**config.mk**
```make
export PLATFORM = sky130hd
export DESIGN_NAME = nine_bit_packer
export DESIGN_NICKNAME = d
export VERILOG_FILES = /design/src/rtl/nbp_pkg.sv /design/src/rtl/nbp_rst_sync.sv /design/src/rtl/nbp_gather.sv /design/src/rtl/nbp_align.sv /design/src/rtl/nbp_drain.sv /design/src/rtl/nine_bit_packer.sv
export SDC_FILE = /design/constraint.sdc
export NUM_CORES = 1
export LEC_CHECK = 0
export BUFFER_PORTS_ARGS = -buffer_cell sky130_fd_sc_hd__buf_2
export CAP_MARGIN = 20
export CORE_MARGIN = 2
export CORE_UTILIZATION = 69
export CTS_BUF_LIST = sky130_fd_sc_hd__clkbuf_16
export DETAILED_ROUTE_END_ITERATION = 7
export PLACE_DENSITY = 0.9
export SYNTH_ARGS = -nofsm -noshare
export SYNTH_HDL_FRONTEND = slang
export SYNTH_HIERARCHICAL = 1
export SYNTH_SLANG_ARGS = --single-unit
export TNS_END_PERCENT = 10
```
**constraint.sdc**
```tcl
create_clock -name clk -period 8.1 [get_ports clk]
set_input_delay 0 -clock clk [delete_from_list [all_inputs] [get_ports clk]]
set_output_delay 0 -clock clk [all_outputs]
set_load 0.1 [all_outputs]
```
**src/rtl/nbp_pkg.sv**
```systemverilog
package nbp_pkg;
  localparam int BYTE_W = 8;

  typedef struct packed {
    logic             dc;
    logic [BYTE_W-1:0] val;
  } nbp_word_t;

  localparam int WORD_W = $bits(nbp_word_t);
endpackage

```
**src/rtl/nbp_rst_sync.sv**
```systemverilog
module nbp_rst_sync (
  input  logic clk,
  input  logic rst_n,
  output logic rst_sync_n
);
  logic [1:0] stage_q;

  always_ff @(posedge clk or negedge rst_n) begin
    if (!rst_n) stage_q <= 2'b00;
    else        stage_q <= {stage_q[0], 1'b1};
  end

  assign rst_sync_n = stage_q[1];
endmodule

```
**src/rtl/nbp_gather.sv**
```systemverilog
module nbp_gather
  import nbp_pkg::*;
#(
  parameter int NWORD = 8,
  localparam int CW = $clog2(NWORD + 1),
  localparam int IW = $clog2(NWORD)
) (
  input  logic                    clk,
  input  logic                    rst_n,
  input  logic                    swap_pairs,
  input  logic                    in_valid,
  input  logic [BYTE_W-1:0]       in_byte,
  input  logic                    in_dc,
  input  logic                    in_last,
  input  logic                    drain_busy,
  input  logic                    take,
  output logic                    in_ready,
  output logic                    blk_full,
  output logic                    rtail,
  output logic [CW-1:0]           fill,
  output nbp_word_t [NWORD-1:0]   words
);
  nbp_word_t [NWORD-1:0] word_q, word_d;
  logic [CW-1:0]         cnt_q, cnt_d;
  logic                  full_q, full_d;
  logic                  rtail_q, rtail_d;
  logic                  fire, close, pair_sw, en;
  logic [IW-1:0]         base, slot;

  assign in_ready = !full_q && !drain_busy;
  assign fire     = in_valid && in_ready;
  assign close    = fire && (in_last || (cnt_q == CW'(NWORD - 1)));
  assign base     = cnt_q[IW-1:0];
  assign pair_sw  = swap_pairs && in_dc;
  assign en       = fire || take;

  // pair exchange: the even word goes one slot up unless it ends the group
  always_comb begin
    if (pair_sw && !base[0] && !in_last) slot = base + IW'(1);
    else if (pair_sw && base[0])         slot = base - IW'(1);
    else                                 slot = base;
  end

  always_comb begin
    word_d  = word_q;
    cnt_d   = cnt_q;
    full_d  = full_q;
    rtail_d = rtail_q;
    if (take) begin
      word_d = '0;
      cnt_d  = '0;
      full_d = 1'b0;
    end else if (fire) begin
      word_d[slot].dc  = in_dc;
      word_d[slot].val = in_byte;
      cnt_d            = cnt_q + CW'(1);
      if (close) begin
        full_d  = 1'b1;
        rtail_d = !in_dc;
      end
    end
  end

  always_ff @(posedge clk or negedge rst_n) begin
    if (!rst_n) begin
      word_q  <= '0;
      cnt_q   <= '0;
      full_q  <= 1'b0;
      rtail_q <= 1'b0;
    end else if (en) begin
      word_q  <= word_d;
      cnt_q   <= cnt_d;
      full_q  <= full_d;
      rtail_q <= rtail_d;
    end
  end

  assign blk_full = full_q;
  assign rtail    = rtail_q;
  assign fill     = cnt_q;
  assign words    = word_q;
endmodule

```
**src/rtl/nbp_align.sv**
```systemverilog
module nbp_align
  import nbp_pkg::*;
#(
  parameter int NWORD = 8,
  localparam int CW    = $clog2(NWORD + 1),
  localparam int IW    = $clog2(NWORD),
  localparam int BLK_W = NWORD * WORD_W
) (
  input  nbp_word_t [NWORD-1:0] words,
  input  logic [CW-1:0]         fill,
  input  logic                  rtail,
  output logic [BLK_W-1:0]      image
);
  logic [CW-1:0]         shift;
  nbp_word_t [NWORD-1:0] placed;

  assign shift = rtail ? (CW'(NWORD) - fill) : '0;

  always_comb begin
    for (int k = 0; k < NWORD; k++) begin
      logic [CW-1:0] idx;
      idx = CW'(k) - shift;
      if (CW'(k) >= shift) placed[k] = words[idx[IW-1:0]];
      else                 placed[k] = '0;
    end
  end

  // word k sits at the k-th 9-bit field counted from the top of the image
  for (genvar k = 0; k < NWORD; k++) begin : g_field
    assign image[BLK_W-1-k*WORD_W -: WORD_W] = placed[k];
  end
endmodule

```
**src/rtl/nbp_drain.sv**
```systemverilog
module nbp_drain
  import nbp_pkg::*;
#(
  parameter int NWORD = 8,
  localparam int BLK_W = NWORD * WORD_W,
  localparam int NBYTE = BLK_W / BYTE_W,
  localparam int LW    = $clog2(NBYTE + 1)
) (
  input  logic              clk,
  input  logic              rst_n,
  input  logic              take,
  input  logic [BLK_W-1:0]  image,
  input  logic              out_ready,
  output logic              out_valid,
  output logic [BYTE_W-1:0] out_byte,
  output logic              busy
);
  logic [BLK_W-1:0] sr_q, sr_d;
  logic [LW-1:0]    left_q, left_d;
  logic             busy_q, busy_d;
  logic             hs, en;

  assign hs = busy_q && out_ready;
  assign en = take || hs;

  always_comb begin
    sr_d   = sr_q;
    left_d = left_q;
    busy_d = busy_q;
    if (take) begin
      sr_d   = image;
      left_d = LW'(NBYTE);
      busy_d = 1'b1;
    end else if (hs) begin
      sr_d   = {sr_q[BLK_W-BYTE_W-1:0], {BYTE_W{1'b0}}};
      left_d = left_q - LW'(1);
      busy_d = (left_q != LW'(1));
    end
  end

  always_ff @(posedge clk or negedge rst_n) begin
    if (!rst_n) begin
      sr_q   <= '0;
      left_q <= '0;
      busy_q <= 1'b0;
    end else if (en) begin
      sr_q   <= sr_d;
      left_q <= left_d;
      busy_q <= busy_d;
    end
  end

  assign out_valid = busy_q;
  assign out_byte  = sr_q[BLK_W-1 -: BYTE_W];
  assign busy      = busy_q;
endmodule

```
**src/rtl/nine_bit_packer.sv**
```systemverilog
module nine_bit_packer
  import nbp_pkg::*;
#(
  parameter int NWORD = 8,
  localparam int CW    = $clog2(NWORD + 1),
  localparam int BLK_W = NWORD * WORD_W
) (
  input  logic              clk,
  input  logic              rst_n,
  input  logic              swap_pairs,
  input  logic              in_valid,
  output logic              in_ready,
  input  logic [BYTE_W-1:0] in_byte,
  input  logic              in_dc,
  input  logic              in_last,
  output logic              out_valid,
  input  logic              out_ready,
  output logic [BYTE_W-1:0] out_byte
);
  logic                  rst_i_n, busy, blk_full, rtail, take;
  logic [CW-1:0]         fill;
  nbp_word_t [NWORD-1:0] words;
  logic [BLK_W-1:0]      image;

  assign take = blk_full && !busy;

  nbp_rst_sync u_rst (
    .clk        (clk),
    .rst_n      (rst_n),
    .rst_sync_n (rst_i_n)
  );

  nbp_gather #(.NWORD(NWORD)) u_gather (
    .clk        (clk),
    .rst_n      (rst_i_n),
    .swap_pairs (swap_pairs),
    .in_valid   (in_valid),
    .in_byte    (in_byte),
    .in_dc      (in_dc),
    .in_last    (in_last),
    .drain_busy (busy),
    .take       (take),
    .in_ready   (in_ready),
    .blk_full   (blk_full),
    .rtail      (rtail),
    .fill       (fill),
    .words      (words)
  );

  nbp_align #(.NWORD(NWORD)) u_align (
    .words (words),
    .fill  (fill),
    .rtail (rtail),
    .image (image)
  );

  nbp_drain #(.NWORD(NWORD)) u_drain (
    .clk       (clk),
    .rst_n     (rst_i_n),
    .take      (take),
    .image     (image),
    .out_ready (out_ready),
    .out_valid (out_valid),
    .out_byte  (out_byte),
    .busy      (busy)
  );
endmodule

```
==> results.py <==
metrics = {
    "timing": {
        "tightest_slew_ns": 1.11,
        "finalCriticalPeriod_ns": 4.10,
        "rsz0062_at_grt": "false",
        "max_freq_mhz": 244,
        "period_share_pct": 50.6,
        "hold_viol_final": 0,
        "fin_tns_setup_ns": 0,
        "report.final.slew_viol_count": 0,
        "clock_skew_ns": 0.0104,
        "max_slew_margin_pct": 26.2,
        "setup-violations-final": 0,
    },
    "drt": {
        "drc": 0,
        "ant_nets": 0,
        "wl_um": 26200,
        "drt-pass1-iter-count": 5,
        "first_iter_violations": 1175,
        "dr_total_vias": 7835,
        "viasPerCell": 6.92,
        "routedWlPerCell_um": 23.1,
    },
    "flow_run": {
        "drv_cap": 0,
    },
    "clock_tree": {
        "cts-htree-levels": 4,
        "cts_buffers": 17,
        "cts_hold_buf": 5,
        "cts_tree": "done",
        "post_cts_buffers": 0,
        "cts.repair.resized": 0,
        "cts_root_buffer": "clkbuf_16",
        "cts.sinks": 157,
        "clk_latency_ns": 0.43,
        "clockBufferDepth": 2,
        "clk_pin_slew_worst_paths_ns": 0.07,
    },
    "global_route": {
        "grtUsageMet3_pct": 7.18,
        "grt.overflow.total": 0,
        "grt_pass1_vias": 7670,
        "met2_usage_pct": 52.4,
        "grt_first_pass_wirelength_um": 42600,
        "top_usage_layer": "met2",
        "grtUsageMet1_pct": 49.0,
        "grt_max_degree": 101,
        "grt_use_total_pct": 34.1,
        "antenna_found_initial": 0,
    },
    "synthesis": {
        "netlist_top_cells_area": "dfrtp_1 (37%), mux4_2 (15%), mux2i_1 (15%)",
        "postSynthCellCount": 968,
        "ys_ff_latch": 157,
        "synth_top_area_share_pct": 37.0,
        "synth_edf_count": 0,
        "syn_area_um2": 10600,
        "syn_nets": 993,
        "yosys_warnings": 6,
        "ys_types": 61,
        "yosysTopAreaCell": "dfrtp_1",
        "synth_area_per_cell_um2": 11.0,
        "yosysSeqAreaShare_pct": 37.0,
        "ys.flop_type": "dfrtp_1",
        "async_reset_ff_share_pct": 100,
    },
    "worst_setup_path": {
        "critPathKind": "register to register",
        "worst-path-max-fanout": 53,
        "crit_arrival_ns": 4.45,
        "crit_required_ns": 8.45,
        "cp-start-kind": "register",
        "crit_path_end_kind": "register",
    },
    "cells_and_area": {
        "area_growth_pct": 3.95,
        "num_antenna_cells": 0,
        "fin_cells": 1132,
        "drive_gt1_share_pct": 17.2,
        "fin_nets": 956,
    },
    "placement": {
        "dpl.cell_count": 1094,
        "dp_hpwl_um": 18200,
        "port-buffer-count": 24,
        "gp_congestion": 0.981,
    },
    "die": {
        "rows": 45,
        "fp.dieW_um": 128,
        "die_area_um2": 16400,
        "core-area_um2": 15100,
        "ios": 25,
        "start_util_pct": 70.1,
        "dieHeight_um": 128,
    },
    "worst_hold_path": {
        "hold_path_class": "primary input to register",
    },
    "outcome": {
        "status": "finished, final reports clean",
    },
    "pwr": {
        "leakage_nw": 5.07,
        "ir_drop_v": 0.000305,
        "p_per_area_nw_per_um2": 382,
    },
}
==> sequential cells by signal, summed over array words and instances, names as in the netlist <==
signal and cells:
u_rst/stage_q 2, u_drain/left_q 4, u_drain/busy 1, u_gather/words 72
u_gather/fill 4, u_gather/rtail 1, u_drain/sr_q 72, u_gather/blk_full 1
==> final timing paths <==
| check | start | to | slack [ns] | depth (start not counted) |
|---|---|---|---|---|
| min in group asynchronous | rst_n | u_rst/stage_q[0] | 0.42 | 3 |
| setup reg to reg | u_gather/rtail | u_drain/sr_q[68] | 4.00 | 9 |
| hold reg to reg | u_rst/stage_q[0] | u_rst/stage_q[1] | 0.35 | 0 |
| hold / removal | in_byte[2] | u_gather/words[65] | 0.03 | 3 |
| max in group asynchronous | u_rst/stage_q[1] | u_drain/busy | 6.43 | 2 |
| setup / recovery | u_gather/rtail | u_drain/sr_q[68] | 4.00 | 9 |
==> stage by stage <==
step,hold WS [ns],util [%],area (µm²),power [mW],setup slack [ns]
3_5_place_dp,-0.210,68.7,10400,3.40,4.05
5_1_grt,0.0623,72.9,11000,4.41,3.63
2_1_floorplan,-0.296,-,10600,3.04,3.40
6_report,0.0309,72.9,11000,4.21,4.00
3_3_place_gp,-0.214,68.7,10400,3.32,4.20
4_1_cts,0.0145,72.7,11000,4.16,4.04
==> cells by family after synthesis <==
kind of cell	share of synthesized area, %
xor gates and xnor gates	1.08
other	0.0353
DFF	37.0
muxes	30.1
AOI/OAI and AO/OA	9.88
and+or+nand+nor	14.2
buffers and inverters	6.50
adders and majority gates	1.18
==> placed cells by master (no fill, tap or decap), types with 17 or more instances in the layout <==
| cell | instances |
|---|---|
| a211oi_1 | 18 |
| a21oi_1 | 20 |
| buf_2 | 24 |
| clkbuf_16 | 17 |
| dfrtp_1 | 156 |
| mux2i_1 | 157 |
| mux4_2 | 70 |
| nand2_1 | 92 |
| nand2b_1 | 82 |
| nand3_1 | 38 |
| nor2_1 | 30 |
| o21ai_0 | 84 |
| o21ai_1 | 26 |
==> power by group <==
group	leakage [nW]	internal [mW]	switching, mW	total [mW]
Sequential	2.15	0.988	0.262	1.25
Combinational	2.66	0.826	1.39	2.21
Clock	0.262	0.420	0.333	0.754
Total	5.07	2.23	1.98	4.21
==> layer usage <==
metal / wire (µm) / vias up
met5: 0 / -
met1: 10700 / 3876
met3: 2620 / 60
met4: 699 / 0
li1: - / 3424
met2: 12200 / 475
==> worst max-delay path, cell delays in order (launching register included) <==
cell and delay [ns]:
dfrtp_1 0.75, nand2_4 0.42, inv_6 0.63, ha_1 0.74, buf_4 0.41, mux4_2 0.28, o21ai_0 0.09, a211oi_1 0.45
nand2_1 0.11, o21ai_0 0.11
==> area by class of cell <==
cell class | instances | area, µm²
multi-input combinational | 704 | 6010
fill | 1029 | 4110
sequential | 157 | 3930
clock buffer | 17 | 425
timing repair buffer | 37 | 250
tap | 188 | 235
clock inverter | 15 | 125
inverter | 14 | 60.1
==> cell usage after synthesis (2+ instances only) <==
library cell,number
nor2_1,30
ha_1,10
buf_6,23
a21oi_4,2
nand3b_1,3
mux4_1,2
buf_4,15
mux2i_1,157
xor2_1,3
nand3_1,38
xnor2_1,2
o21ai_0,84
o21ai_1,26
and2_1,11
and2b_1,2
dfrtp_1,157
nor3_4,2
a21o_1,2
a211oi_1,18
inv_1,12
mux4_2,70
nand2_1,92
xor2_4,2
buf_12,2
a21oi_1,20
buf_2,16
nand3_2,6
a22o_1,9
clkbuf_1,26
nand4_1,2
o21ai_2,3
buf_1,11
nand2b_1,82
Power figures use the tool's default switching activity.
